### src/rtl/serctl_pkg.sv
package serctl_pkg;
  localparam int WORD_W  = 16;
  localparam int VOL_W   = 10;
  localparam int MODE_W  = 2;
  localparam logic [VOL_W-1:0] VOL_DEFAULT = '1;

  // Field order follows the wire order of the command word (MSB first)
  typedef struct packed {
    logic [MODE_W-1:0] mode;    // [15:14]
    logic              spd;     // [13]
    logic              deemph;  // [12]
    logic              mute;    // [11]
    logic              chsel;   // [10] 1 = right
    logic [VOL_W-1:0]  vol;     // [9:0]
  } cmd_word_t;
endpackage

### src/rtl/serctl_sync.sv
module serctl_sync #(
  parameter int          WIDTH  = 1,
  parameter int          STAGES = 2,
  parameter logic [WIDTH-1:0] INIT = '0
) (
  input  logic             clk,
  input  logic             rst,
  input  logic [WIDTH-1:0] d,
  output logic [WIDTH-1:0] q
);
  logic [WIDTH-1:0] pipe [STAGES];

  always_ff @(posedge clk) begin
    if (rst) begin
      for (int i = 0; i < STAGES; i++) pipe[i] <= INIT;
    end else begin
      pipe[0] <= d;
      for (int i = 1; i < STAGES; i++) pipe[i] <= pipe[i-1];
    end
  end

  assign q = pipe[STAGES-1];
endmodule

### src/rtl/serctl_shift.sv
module serctl_shift
  import serctl_pkg::*;
(
  input  logic              clk,
  input  logic              rst,
  input  logic              clr,
  input  logic              sclk_s,
  input  logic              sdat_s,
  input  logic              slat_s,
  output logic [WORD_W-1:0] word_o,
  output logic              commit_o
);
  logic              sclk_q, slat_q;
  logic [WORD_W-1:0] shreg;
  logic              clk_rise;

  assign clk_rise = sclk_s & ~sclk_q;

  always_ff @(posedge clk) begin
    if (rst) begin
      sclk_q <= 1'b0;
      slat_q <= 1'b0;
      shreg  <= '0;
    end else begin
      sclk_q <= sclk_s;
      slat_q <= slat_s;
      if (clr)           shreg <= '0;
      else if (clk_rise) shreg <= {shreg[WORD_W-2:0], sdat_s};
    end
  end

  assign word_o   = shreg;
  assign commit_o = slat_s & ~slat_q & ~clr;

  // newest bit enters at the bottom of the word
  a_r1_shift_in: assert property (@(posedge clk) disable iff (rst)
    (clk_rise && !clr) |=> shreg[0] == $past(sdat_s));

  // older bits move one place toward the MSB
  a_r1_msb_first: assert property (@(posedge clk) disable iff (rst)
    (clk_rise && !clr) |=> shreg[WORD_W-1:1] == $past(shreg[WORD_W-2:0]));
endmodule

### src/rtl/serctl_regs.sv
module serctl_regs
  import serctl_pkg::*;
(
  input  logic              clk,
  input  logic              rst,
  input  logic              clr,
  input  logic              commit,
  input  logic [WORD_W-1:0] word,
  input  logic              frame_s,
  output logic [MODE_W-1:0] mode_q,
  output logic              spd_q,
  output logic              deemph_q,
  output logic              mute_q,
  output logic [VOL_W-1:0]  live_l,
  output logic [VOL_W-1:0]  live_r
);
  cmd_word_t        cmd;
  logic             frame_q, frame_edge;
  logic [VOL_W-1:0] staged_l, staged_r;

  assign cmd        = cmd_word_t'(word);
  assign frame_edge = frame_s ^ frame_q;

  always_ff @(posedge clk) begin
    if (rst) frame_q <= 1'b0;
    else     frame_q <= frame_s;
  end

  always_ff @(posedge clk) begin
    if (rst || clr) begin
      mode_q   <= '0;
      spd_q    <= 1'b0;
      deemph_q <= 1'b0;
      mute_q   <= 1'b0;
      staged_l <= VOL_DEFAULT;
      staged_r <= VOL_DEFAULT;
      live_l   <= VOL_DEFAULT;
      live_r   <= VOL_DEFAULT;
    end else begin
      if (commit) begin
        mode_q   <= cmd.mode;
        spd_q    <= cmd.spd;
        deemph_q <= cmd.deemph;
        mute_q   <= cmd.mute;
        if (cmd.chsel) staged_r <= cmd.vol;
        else           staged_l <= cmd.vol;
      end
      if (frame_edge) begin
        live_l <= staged_l;
        live_r <= staged_r;
      end
    end
  end

  // live volume moves only on a frame edge
  a_r5_hold_left: assert property (@(posedge clk) disable iff (rst)
    (!frame_edge && !clr) |=> $stable(live_l));
  a_r5_hold_right: assert property (@(posedge clk) disable iff (rst)
    (!frame_edge && !clr) |=> $stable(live_r));

  // a write to one channel leaves the other channel's staging alone
  a_r4_route_left: assert property (@(posedge clk) disable iff (rst)
    (commit && cmd.chsel && !clr) |=> $stable(staged_l));
  a_r4_route_right: assert property (@(posedge clk) disable iff (rst)
    (commit && !cmd.chsel && !clr) |=> $stable(staged_r));

  // mute field taken from bit 11 of the committed word
  a_r3_mute_field: assert property (@(posedge clk) disable iff (rst)
    (commit && !clr) |=> mute_q == $past(word[11]));

  // power-down restores defaults
  a_r6_clear: assert property (@(posedge clk) disable iff (rst)
    clr |=> (live_l == VOL_DEFAULT && live_r == VOL_DEFAULT && !mute_q && mode_q == '0));
endmodule

### src/rtl/serctl_port.sv
module serctl_port
  import serctl_pkg::*;
#(
  parameter int SYNC_STAGES = 2
) (
  input  logic              clk,
  input  logic              rst,
  input  logic              pd_n,
  input  logic              ctl_clk,
  input  logic              ctl_data,
  input  logic              ctl_latch,
  input  logic              frame_clk,
  input  logic [MODE_W-1:0] pin_mode,
  input  logic              pin_deemph,
  input  logic              pin_mute,
  output logic [MODE_W-1:0] fmt_mode,
  output logic              soft_pd,
  output logic              deemph,
  output logic              mute,
  output logic [VOL_W-1:0]  vol_left,
  output logic [VOL_W-1:0]  vol_right
);
  localparam int NSIG = 4;

  logic [NSIG-1:0]   raw_s;
  logic              pd_s, clr;
  logic [WORD_W-1:0] word;
  logic              commit;
  logic [MODE_W-1:0] mode_q;
  logic              spd_q, deemph_q, mute_q;
  logic [VOL_W-1:0]  live_l, live_r;

  serctl_sync #(.WIDTH(NSIG), .STAGES(SYNC_STAGES), .INIT('0)) u_sync_ser (
    .clk(clk), .rst(rst),
    .d({frame_clk, ctl_latch, ctl_data, ctl_clk}),
    .q(raw_s)
  );

  serctl_sync #(.WIDTH(1), .STAGES(SYNC_STAGES), .INIT(1'b1)) u_sync_pd (
    .clk(clk), .rst(rst), .d(pd_n), .q(pd_s)
  );

  assign clr = ~pd_s;

  serctl_shift u_shift (
    .clk(clk), .rst(rst), .clr(clr),
    .sclk_s(raw_s[0]), .sdat_s(raw_s[1]), .slat_s(raw_s[2]),
    .word_o(word), .commit_o(commit)
  );

  serctl_regs u_regs (
    .clk(clk), .rst(rst), .clr(clr), .commit(commit), .word(word),
    .frame_s(raw_s[3]),
    .mode_q(mode_q), .spd_q(spd_q), .deemph_q(deemph_q), .mute_q(mute_q),
    .live_l(live_l), .live_r(live_r)
  );

  always_ff @(posedge clk) begin
    if (rst) begin
      fmt_mode  <= '0;
      soft_pd   <= 1'b0;
      deemph    <= 1'b0;
      mute      <= 1'b0;
      vol_left  <= VOL_DEFAULT;
      vol_right <= VOL_DEFAULT;
    end else begin
      fmt_mode  <= mode_q | pin_mode;
      soft_pd   <= spd_q;
      deemph    <= deemph_q | pin_deemph;
      mute      <= mute_q | pin_mute;
      vol_left  <= live_l;
      vol_right <= live_r;
    end
  end

  // a pin held high always forces the matching output
  a_r7_pin_mute: assert property (@(posedge clk) disable iff (rst)
    pin_mute |=> mute);
  a_r7_pin_deemph: assert property (@(posedge clk) disable iff (rst)
    pin_deemph |=> deemph);
endmodule

### config.mk
export PLATFORM = sky130hd
export DESIGN_NAME = serctl_port
export DESIGN_NICKNAME = d
export VERILOG_FILES = /design/src/rtl/serctl_pkg.sv /design/src/rtl/serctl_sync.sv /design/src/rtl/serctl_shift.sv /design/src/rtl/serctl_regs.sv /design/src/rtl/serctl_port.sv
export SDC_FILE = /design/constraint.sdc
export NUM_CORES = 1
export LEC_CHECK = 0
export BUFFER_PORTS_ARGS = -buffer_cell sky130_fd_sc_hd__buf_2
export CAP_MARGIN = 0
export CORE_MARGIN = 2
export CORE_UTILIZATION = 40
export CTS_CLUSTER_DIAMETER = 100
export DETAILED_ROUTE_END_ITERATION = 8
export PLACE_DENSITY = 0.66
export SYNTH_ARGS = -nofsm -noshare
export SYNTH_HDL_FRONTEND = slang
export SYNTH_SLANG_ARGS = --single-unit
### constraint.sdc
create_clock -name clk -period 1.45 [get_ports clk]
set_clock_uncertainty 0.2 [all_clocks]
set_input_delay 0.145 -clock clk [delete_from_list [all_inputs] [get_ports clk]]
set_output_delay 0.145 -clock clk [all_outputs]
set_load 0.005 [all_outputs]
Word-level counts from Yosys, hierarchy flattened
Memories as Yosys holds them, arrays and structs flattened.
Index checks and enable logic that the tools add are counted.
{"block": "op_classes", "n_addsub": 0, "n_mul": 0, "div_mod_pow": 0, "order_cmp": 0, "n_eq_ne": 0, "shifts": 0, "n_mux": 7, "n_bitwise": 15, "n_reduce_logical": 4}
{"cell": "2-to-1 mux 4 bit", "count": 2}
{"cell": "OR 1 bit", "count": 6}
{"cell": "2-to-1 mux 1 bit", "count": 5}
{"cell": "NOT 1 bit", "count": 4}
{"cell": "AND reduction 2 bit", "count": 2}
{"cell": "bitwise AND 1 bit", "count": 3}
{"cell": "OR 2 bit", "count": 1}
{"cell": "OR reduction 2 bit", "count": 1}
{"cell": "logical OR 1 bit", "count": 1}
{"cell": "bitwise XOR 1 bit", "count": 1}
{"block": "totals", "register_bits": 89, "latchBits": 0, "mem_bits_rw": 10, "mem_bits_ro": 0, "mem_count": 2}
{"memory": "u_sync_ser.pipe", "words": 2, "word_bits": 4, "rd": 2, "rd_clocked_by_memory_dff": 0, "wr": 2, "line_no": "serctl_sync.sv:11", "source": "logic [WIDTH-1:0] pipe [STAGES];"}
{"memory": "u_sync_pd.pipe", "words": 2, "word_bits": 1, "rd": 2, "rd_clocked_by_memory_dff": 0, "wr": 2, "line_no": "serctl_sync.sv:11"}

Depth between registers and ports, before layout
{"block": "logic_depth", "ltp_word": 4, "depth_mapped": 5}

Hierarchy
Synthesis repeated with hierarchy kept, for this count alone.
{"block": "unflattened", "hier_cells": 348, "area_unflattened_um2": 3613.5}
{"module": "serctl_regs", "n_inst": 1, "cells_each": 193, "area_each_um2": 1893.1}
{"module": "serctl_shift", "n_inst": 1, "cells_each": 78, "area_each_um2": 726.9}
{"module": "serctl_port", "n_inst": 1, "cells_each": 53, "area_each_um2": 700.7}
{"module": "serctl_sync at u_sync_ser", "n_inst": 1, "cells_each": 20, "area_each_um2": 240.2}
{"module": "serctl_sync at u_sync_pd", "n_inst": 1, "cells_each": 4, "area_each_um2": 52.6}

Worst setup path after synthesis
No wires, ideal clock.
{"block": "synth_path", "path_type": "register -> register", "startpoint": "memory u_sync_pd.pipe[1][0] (netlist: u_sync_pd.pipe[0][1])", "endpoint": "register u_regs.live_l[0]", "t_arrival_ns": 0.869, "t_required_ns": 1.125, "setup_slack_ns": 0.256, "path_stages_with_launch": 5, "n_path_buf": 2, "cell_sequence": "dfxtp_1 nor2b_1 buf_2 buf_2 nand3_1"}
{"element": "start: declaration", "line_no": "serctl_sync.sv:11"}
{"element": "end signal: assignment", "line_no": "serctl_regs.sv:49", "source": "live_l <= staged_l;"}
{"element": "end: declaration", "line_no": "serctl_regs.sv:14", "source": "output logic [VOL_W-1:0] live_l,"}

==> flow_metrics.py <==
metrics = {
    "status": {
        "status": "finished, final reports clean",
    },
    "drt": {
        "dr_total_vias": 2312,
        "drc": 0,
        "first_pass_iters": 4,
        "avgViaCountPerCell": 4.560,
        "detail-route-antenna-nets": 0,
        "totalWireLength_mm": 5.475,
        "routedWlPerCell_um": 10.80,
        "drt-initial-drc-count": 125,
    },
    "pwr": {
        "powerDensity_nw_per_um2": 1276,
        "peakVddDrop_mv": 0.4816,
        "power.leakage_nw": 1.563,
        "power_mw": 4.798,
    },
    "sta": {
        "fin_crit_sh_pct": 92.61,
        "setup_ws_ns": 0.1072,
        "tightest_slew_ns": 0.5942,
        "whs_ns": 0.02330,
        "setup_viol": 0,
        "rsz0062_at_grt": "true",
        "fin_crit_ns": 1.343,
        "slew_violations": 0,
        "final_hold_viol_count": 0,
        "tns_ns": 0,
        "slew_headroom_pct": 60.39,
        "max_freq_ghz": 0.7447,
    },
    "place": {
        "dp_slack_ns": 0.1172,
        "placed_area_um2": 3480,
        "io_buffers": 35,
        "dp_cells": 482,
        "gp_congestion": 0.7311,
        "dp_hpwl_mm": 3.456,
    },
    "clocking": {
        "cts_num_sinks": 99,
        "clk_pin_slew_worst_paths_ns": 0.11,
        "cts_tree": "built",
        "clk_path_buf_depth": 2,
        "numCtsBuffers": 9,
        "cts_setup_buffers": 0,
        "ctsResizeCount": 0,
        "htreeDepth": 3,
        "clock_latency_ns": 0.36,
        "root_buffer": "clkbuf_8",
    },
    "layout": {
        "fin_util_pct": 48.66,
        "areaGrowthSynthToFinish_pct": 17.38,
        "final_area_um2": 3760,
        "drive_gt1_share_pct": 20.99,
        "layout.cells.non_filler": 507,
        "final_nets": 411,
        "n_antenna_cell": 0,
    },
    "yosys": {
        "synth_seq_cells": 99,
        "netlist_area_um2": 3203,
        "synth_warnings": 0,
        "synth_cell_types": 21,
        "synth_fp_nets": 369,
        "ys_seq_area_share_pct": 61.87,
        "syn_avg_cell_area_um2": 8.947,
        "syn_inst": 358,
    },
    "global_route": {
        "grt_max_degree": 41,
        "grt_pass1_wl_mm": 9.770,
        "track_usage_pct": 14.10,
        "antenna_found_initial": 0,
        "grt_pass1_vias": 2211,
        "grt_overflow": 0,
    },
    "critical_path": {
        "max_stage_delay_ns": 0.46,
        "critical-path-slowest-cell": "and4b_1",
        "path_class": "reg2reg",
        "path_cells": "and4b_1 -> nand2_1 -> nand3_1",
        "critPathRequiredTime_ns": 1.57,
        "cp.arrival_ns": 1.46,
        "worstSetupStartpointType": "flip-flop",
        "end_kind": "flip-flop",
        "cp_max_fo": 10,
    },
    "job": {
        "maxCapViolCount": 0,
    },
    "floorplan": {
        "initial_core_util_pct": 41.45,
        "rows": 32,
        "core-area_um2": 7727,
        "fp.dieW_um": 93.49,
        "die_h_um": 93.49,
        "die_area_um2": 8739,
        "ios": 36,
    },
    "min_path": {
        "min_path_type": "in2reg",
    },
}
layout by cell type, fill, tap and decap left out, drive strengths merged, types with 8 or more instances in the layout:
master	instances
nand2	117
nor2	8
dfxtp	99
buf	45
nand3	45
or2	22
a21oi	16
clkbuf	9
dlygate4sd3	9
nor2b	14
worst max-delay path: cells and delay by family, from the launching register on:
kind	cells	cell delay, ns
simple gates	3	0.65
flops	1	0.44
area by class of cell:
cell class	instances	area, µm²
clock buffer	9	123.9
clock inverter	7	66.31
fill	764	3968
multi-input combinational	236	1107
sequential	99	1982
tap	102	127.6
timing repair buffer	54	352.8
flip-flops by register name, summed over array words and instances, names as in the netlist, 8 cells and up:
name,cells
u_shift.word_o,16
u_regs.live_l,10
u_regs.live_r,10
u_regs.staged_l,10
u_regs.staged_r,10
vol_left,10
vol_right,10
u_sync_ser.pipe,8
power by group:
part	switching [mW]	internal, mW
Clock	1.01	0.671
Sequential	0.0336	2.80
Combinational	0.153	0.131
per-layer routing:
metal  share of wire [%]  global-route usage [%]
met1                  47                   17.47
met2                  47                   23.02
met3                 3.9                   3.384
met4                 1.8                   6.740
met5                   0                       0
cells in the mapped netlist, drive strengths merged:
library cell  instances  share of area, %
a21oi                16               2.5
nor2                  8              0.94
buf                  14               2.5
nand4b                1              0.27
nand4bb               1              0.35
clkbuf                9               1.2
nand3b                1              0.23
or2                  22               4.3
and4bb                1              0.39
nand2b                2              0.39
xnor2                 1              0.27
nor2b                14               2.7
and4b                 1              0.31
dfxtp                99                62
o21ai                 5              0.78
xor2                  1              0.27
nand3                45               7.0
nand2               117                14
repair_timing:
action | in CTS | in global routing
hold buffers | 9 | 0
hold endpoints to repair | 9 | 0
setup endpoints to repair | 0 | 6
cells by family after synthesis:
logic type	after synthesis	synth area share [%]
simple gates	213	30.66
flops	99	61.87
buf+inv	23	3.633
compound gates	21	3.281
xor+xnor	2	0.5470
path summary, 6_finish.rpt:
path	start	endpoint	slack (ns)	depth (start not counted)
max reg2reg	u_sync_pd.pipe[0][1]	u_regs.staged_r[2]	0.11	3
min reg2reg	u_sync_pd.pipe[0][0]	u_sync_pd.pipe[0][1]	0.23	1
max	u_sync_pd.pipe[0][1]	u_regs.staged_r[2]	0.11	3
min	rst	u_regs.staged_r[8]	0.02	4
Note: power is estimated with default switching activity, not from simulation.
